--- src/rtl/stagger_scan_pkg.sv ---
package stagger_scan_pkg;

    // Which half of the chain moves in the current shift cycle
    typedef enum logic {
        PH_A = 1'b0,
        PH_B = 1'b1
    } phase_e;

    // Registered state of the phase generator
    typedef struct packed {
        phase_e ph;
    } phase_st_t;

endpackage

--- src/rtl/stagger_phase_gen.sv ---
module stagger_phase_gen
    import stagger_scan_pkg::*;
(
    input  logic clk,
    input  logic rst_n,
    input  logic scan_en,
    output logic en_a,
    output logic en_b,
    output logic sel_b
);

    phase_st_t st_d, st_q;
    logic      is_b;

    always_comb begin
        st_d = st_q;
        is_b = (st_q.ph == PH_B);
        // Toggle while shifting; hold at A in capture so every burst starts on A
        if (scan_en) begin
            st_d.ph = is_b ? PH_A : PH_B;
        end else begin
            st_d.ph = PH_A;
        end
        // AND-type masking of every second cycle during shift
        en_a  = ~scan_en | ~is_b;
        en_b  = ~scan_en |  is_b;
        sel_b =  scan_en &  is_b;
    end

    always_ff @(posedge clk or negedge rst_n) begin
        if (!rst_n) begin
            st_q <= '{ph: PH_A};
        end else begin
            st_q <= st_d;
        end
    end

endmodule

--- src/rtl/stagger_scan_half.sv ---
module stagger_scan_half #(
    parameter int LEN = 8
) (
    input  logic           clk,
    input  logic           rst_n,
    input  logic           en,
    input  logic           load,
    input  logic           sin,
    input  logic [LEN-1:0] par_in,
    output logic [LEN-1:0] cells,
    output logic           sout
);

    logic [LEN-1:0] cells_d, cells_q;

    always_comb begin
        cells_d = cells_q;
        if (en) begin
            if (load) begin
                cells_d = par_in;
            end else begin
                cells_d = {cells_q[LEN-2:0], sin};
            end
        end
    end

    always_ff @(posedge clk or negedge rst_n) begin
        if (!rst_n) begin
            cells_q <= '0;
        end else begin
            cells_q <= cells_d;
        end
    end

    assign cells = cells_q;
    assign sout  = cells_q[LEN-1];

endmodule

--- src/rtl/stagger_out_mux.sv ---
module stagger_out_mux (
    input  logic sel_b,
    input  logic last_a,
    input  logic last_b,
    output logic sout
);

    always_comb begin
        sout = sel_b ? last_b : last_a;
    end

endmodule

--- src/rtl/stagger_scan_ctrl.sv ---
module stagger_scan_ctrl #(
    parameter int HALF_LEN = 8
) (
    input  logic                clk,
    input  logic                rst_n,
    input  logic                scan_en,
    input  logic                scan_in,
    input  logic [HALF_LEN-1:0] cap_a,
    input  logic [HALF_LEN-1:0] cap_b,
    output logic [HALF_LEN-1:0] par_a,
    output logic [HALF_LEN-1:0] par_b,
    output logic                en_a,
    output logic                en_b,
    output logic                out_sel,
    output logic                scan_out
);

    localparam int NUM_HALVES = 2;

    logic [NUM_HALVES-1:0]               en_vec;
    logic [NUM_HALVES-1:0]               last_vec;
    logic [NUM_HALVES-1:0][HALF_LEN-1:0] cap_vec;
    logic [NUM_HALVES-1:0][HALF_LEN-1:0] cell_vec;

    stagger_phase_gen u_phase (
        .clk     (clk),
        .rst_n   (rst_n),
        .scan_en (scan_en),
        .en_a    (en_vec[0]),
        .en_b    (en_vec[1]),
        .sel_b   (out_sel)
    );

    assign cap_vec[0] = cap_a;
    assign cap_vec[1] = cap_b;

    for (genvar g = 0; g < NUM_HALVES; g++) begin : g_half
        stagger_scan_half #(.LEN(HALF_LEN)) u_half (
            .clk    (clk),
            .rst_n  (rst_n),
            .en     (en_vec[g]),
            .load   (~scan_en),
            .sin    (scan_in),
            .par_in (cap_vec[g]),
            .cells  (cell_vec[g]),
            .sout   (last_vec[g])
        );
    end

    stagger_out_mux u_mux (
        .sel_b  (out_sel),
        .last_a (last_vec[0]),
        .last_b (last_vec[1]),
        .sout   (scan_out)
    );

    assign en_a  = en_vec[0];
    assign en_b  = en_vec[1];
    assign par_a = cell_vec[0];
    assign par_b = cell_vec[1];

endmodule

--- config.mk ---
export PLATFORM = sky130hd
export DESIGN_NAME = stagger_scan_ctrl
export DESIGN_NICKNAME = d
export VERILOG_FILES = /design/src/rtl/stagger_scan_pkg.sv /design/src/rtl/stagger_phase_gen.sv /design/src/rtl/stagger_scan_half.sv /design/src/rtl/stagger_out_mux.sv /design/src/rtl/stagger_scan_ctrl.sv
export SDC_FILE = /design/constraint.sdc
export NUM_CORES = 1
export LEC_CHECK = 0
export ABC_AREA = 1
export CAP_MARGIN = 10
export CORE_MARGIN = 2
export CORE_UTILIZATION = 40
export DETAILED_ROUTE_END_ITERATION = 8
export MAX_ROUTING_LAYER = met4
export PLACE_DENSITY_LB_ADDON = 0.1
export SLEW_MARGIN = 20
export SYNTH_ARGS = -nofsm -noshare
export SYNTH_HDL_FRONTEND = slang
export SYNTH_SLANG_ARGS = --single-unit
export TNS_END_PERCENT = 10
--- constraint.sdc ---
create_clock -name clk -period 1.11 [get_ports clk]
set_clock_uncertainty 0.05 [all_clocks]
set_input_delay 0.222 -clock clk [delete_from_list [all_inputs] [get_ports clk]]
set_output_delay 0.222 -clock clk [all_outputs]
set_load 0.02 [all_outputs]
After elaboration in Yosys (flattened, before gate mapping) --
Cells that the tools add are included.
Word-level totals: flip-flop bits (word level) 17, input bits 20, output and inout port bits 20, logic and storage cells 13
Operators by class: muxes and demuxes 5, bitwise logic cells 5
Operator list (number):
- $mux W8 | 2
- $mux W1 | 3
- $not A1 Y1 | 2
- $or A1 B1 Y1 | 2
- $and A1 B1 Y1 | 1

Longest topological paths before layout --
word-level depth 2, gate-level depth with buffers 5, depth with buffers taken out 4

Cells and area by module --
A second synthesis with hierarchy kept.
Second synthesis, totals: cells, all modules 150, area total of the unflattened synthesis 999.7 um^2
By module, submodules not included:
- stagger_scan_half | times used 2, cells an instance 69, area each 466.7 um^2, sequential area each 200.2 um^2
- stagger_phase_gen | times used 1, cells an instance 7, area each 47.5 um^2, sequential area each 25.0 um^2
- stagger_out_mux | times used 1, cells an instance 4, area each 15.0 um^2, sequential area each 0.0 um^2
- stagger_scan_ctrl | times used 1, cells an instance 1, area each 3.8 um^2, sequential area each 0.0 um^2

Worst setup path before layout --
Ideal clock, no wire load.
path kind reg-to-output, start point register u_phase.st_q, in the netlist u_phase.is_b, end point output scan_out, data arrival time 1.065 ns, data required time 0.838 ns, slack -0.227 ns, cell stages (with the launch flop) 6, buffers on the path 1, path through dfrtp_1 -> buf_6 -> nand2_1 -> inv_1 -> nand2_1 -> nand2_1
On the way: cells in the longest elaborated chain, start to end 2
Ends and longest elaborated chain:
- from (decl) | RTL line stagger_phase_gen.sv:12 | phase_st_t st_d, st_q;
- from (signal assigned) | RTL line stagger_phase_gen.sv:32 | st_q <= '{ph: PH_A};
- from (signal assigned) | RTL line stagger_phase_gen.sv:34 | st_q <= st_d;
- $and A1 B1 Y1 | RTL line stagger_phase_gen.sv:27 | sel_b = scan_en & is_b;
- net out_sel | RTL line stagger_scan_ctrl.sv:14 | output logic out_sel,
- $mux W1 | RTL line stagger_out_mux.sv:9 | sout = sel_b ? last_b : last_a;
- to (decl) | RTL line stagger_scan_ctrl.sv:15 | output logic scan_out
The timed path passes the listed nets, and every way through them passes these cells.

Worst setup path after layout --
start point register u_phase.st_q, in the netlist u_phase.is_b, end point output scan_out
On the way: cells in the longest elaborated chain, start to end 2
Ends and longest elaborated chain (RTL line):
- $and A1 B1 Y1 | stagger_phase_gen.sv:27
- $mux W1 | stagger_out_mux.sv:9
No other way between the ends.

==> results.sh <==
export IMPL_status="finished with violations"
export IMPL_violations="setup timing"
export IMPL_worst_pin_slew_ns=0.199
export IMPL_path_buf_inv=2
export IMPL_cts_sinks=17
export IMPL_rows=16
export IMPL_gr_usage_all_layers_pct=22.9
export IMPL_grt_pass1_vias=888
export IMPL_cts_root_buffer="clkbuf_4"
export IMPL_wl_per_cell_um=13.5
export IMPL_grt_max_degree=21
export IMPL_fin_nets=176
export IMPL_drive_gt1_share_pct=35.5
export IMPL_antenna_cells=0
export IMPL_endpoint_kind="output port"
export IMPL_required_ns=0.84
export IMPL_netlist_instances=100
export IMPL_antenna_found_initial=0
export IMPL_area_delta_synth_final_pct=55.2
export IMPL_post_drt_via_cell_ratio=5.02
export IMPL_reg2reg_from="u_phase.is_b$_DFF_PN0_"
export IMPL_hpwlAfterDp_um=1720
export IMPL_synth_cell_types=9
export IMPL_cpMostUsedCell="nand2_2"
export IMPL_critPathTopFamily="flip-flops"
export IMPL_cts_buffer_depth=2
export IMPL_mostFrequentLayoutCells="nand3_1, buf_4, clkdlybuf4s50_1, nand2_1, buf_2"
export IMPL_syn_nets=120
export IMPL_utilization_pct=67.1
export IMPL_ir_drop_mv=0.658
export IMPL_port_buffer_count=39
export IMPL_leakagePower_uw=0.000676
export IMPL_cts_hold_buf=0
export IMPL_yosysSeqAreaShare_pct=49.1
export IMPL_slowest_delay_ns=0.46
export IMPL_preCtsSetupSlack_ns=-0.769
export IMPL_setup_violations=22
export IMPL_power_uw=1640
export IMPL_startpoint_type="register"
export IMPL_fmax_mhz=736
export IMPL_yosysWarnings=0
export IMPL_rsz0062_at_grt="yes"
export IMPL_clk_latency_ns=0.30
export IMPL_h_tree_depth=1
export IMPL_pwr_density_cell_mw_per_mm2=1220
export IMPL_synth_seq_cells=17
export IMPL_die_y_um=50.5
export IMPL_dieWidth_um=50.5
export IMPL_initial_utilization_pct=43.2
export IMPL_wl_um=2460
export IMPL_ioPinCount=40
export IMPL_final_common_cell="nand3_1"
export IMPL_final_hold_viol_count=0
export IMPL_min_path_type="input pin to asynchronous set/reset pin"
export IMPL_drt_iter0_markers=10
export IMPL_clkTransAtPathRegs_ns=0.11
export IMPL_cts_tree="yes"
export IMPL_worstSetupStartpoint="u_phase.is_b$_DFF_PN0_"
export IMPL_drt_pass1_iter_count=4
export IMPL_drc=0
export IMPL_period_share_pct=122
export IMPL_dieArea_mm2=0.00255
export IMPL_crit_type="register to output port"
export IMPL_drtAntennaViolNets=0
export IMPL_grt_overflow=0
export IMPL_min_period_ns=1.36
export IMPL_relSlewSlack_pct=86.8
export IMPL_gp_congestion=0.742
export IMPL_worst_path_max_delay_cell="dfrtp_2"
export IMPL_fillers=189
export IMPL_cp_arrival_ns=1.09
export IMPL_numCtsBuffers=3
export IMPL_finalWorstSetupSlack_ns=-0.249
export IMPL_syn_avg_cell_area_um2=8.66
export IMPL_path_max_fanout=3
export IMPL_path_cells="nand2_4 -> inv_2 -> nand2_2 -> nand2_2 -> buf_6"
export IMPL_tns_ns=-1.33
export IMPL_slew_violations=0
export IMPL_syn_area_um2=866
export IMPL_grt_pass1_wl_um=4150
export IMPL_dr_total_vias=914
export IMPL_core_mm2=0.00200
export IMPL_maxCapViolations=0
stage by stage:
stage	cell area [µm²]	cells	hold slack, ns
finish	1340	182	0.194
global route	1340	182	0.213
CTS	1340	182	0.197
detailed placement	1380	177	0.487
global placement	1380	177	0.487
floorplan	876	100	-0.124
where the power goes:
| group | total, µW | leakage (µW) | internal, µW | switching [µW] |
|---|---|---|---|---|
| sequential | 728 | 0.000206 | 685 | 42.8 |
| clock | 358 | 0.0000177 | 134 | 224 |
| combinational | 552 | 0.000452 | 265 | 287 |
per-layer routing:
layer,vias up,share of wire (%),global-route usage (%)
li1,446,-,-
met1,432,41,26.5
met2,28,51,38.2
met3,8,4.8,2.98
met4,0,3.0,13.5
met5,-,0,-
Yosys cell counts:
library cell,instances,area share (%)
inv_4,2,1.4
nor2_2,1,0.72
buf_4,5,4.3
nand3_2,1,1.2
dfrtp_1,17,49
nand2_1,20,8.7
inv_1,2,0.87
nand3_1,47,27
buf_6,5,6.5
cells by family (layout without fill, tap and decap cells):
logic type | after synthesis | after routing | synth area share, %
buffers and inverters | 14 | 69 | 13.2
flip-flops | 17 | 17 | 49.1
AND/OR/NAND/NOR | 69 | 69 | 37.7
registers in the layout, summed over array words and instances, names as in the netlist:
register and flops:
g_half.u_half.cells 16, u_phase.is_b 1
cell type report:
cell class | instances | area [µm²] | area share, %
Multi-Input combinational cell | 69 | 344 | 25.6
Clock buffer | 3 | 22.5 | 1.68
Sequential cell | 17 | 427 | 31.8
Inverter | 4 | 25.0 | 1.86
Tap cell | 27 | 33.8 | 2.51
Timing Repair Buffer | 61 | 487 | 36.2
Clock inverter | 1 | 5.00 | 0.372
timing repair:
action,4_1_cts,5_1_grt
buffers inserted,1,0
pin swaps,2,0
resized for setup,83,5
setup endpoints to repair,36,36
worst paths after layout:
kind                                                    endpoint  slack (ns)  cells after the start
min                        g_half[0].u_half.cells[7]$_DFFE_PN0P_        0.19                      2
max in group asynchronous                 u_phase.is_b$_DFF_PN0_        0.68                      2
max reg2reg                g_half[0].u_half.cells[3]$_DFFE_PN0P_           0                      5
max                                                     scan_out       -0.25                      5
min reg2reg                               u_phase.is_b$_DFF_PN0_        0.44                      1
min in group clk                          u_phase.is_b$_DFF_PN0_        0.41                      4
worst register-to-register path, delay by kind of cell (launching register included):
family / cells / cell delay [ns]
flip-flops: 1 / 0.46
buffers and inverters: 3 / 0.39
AND/OR/NAND/NOR: 2 / 0.16
Note: power is estimated with default switching activity, not from simulation.
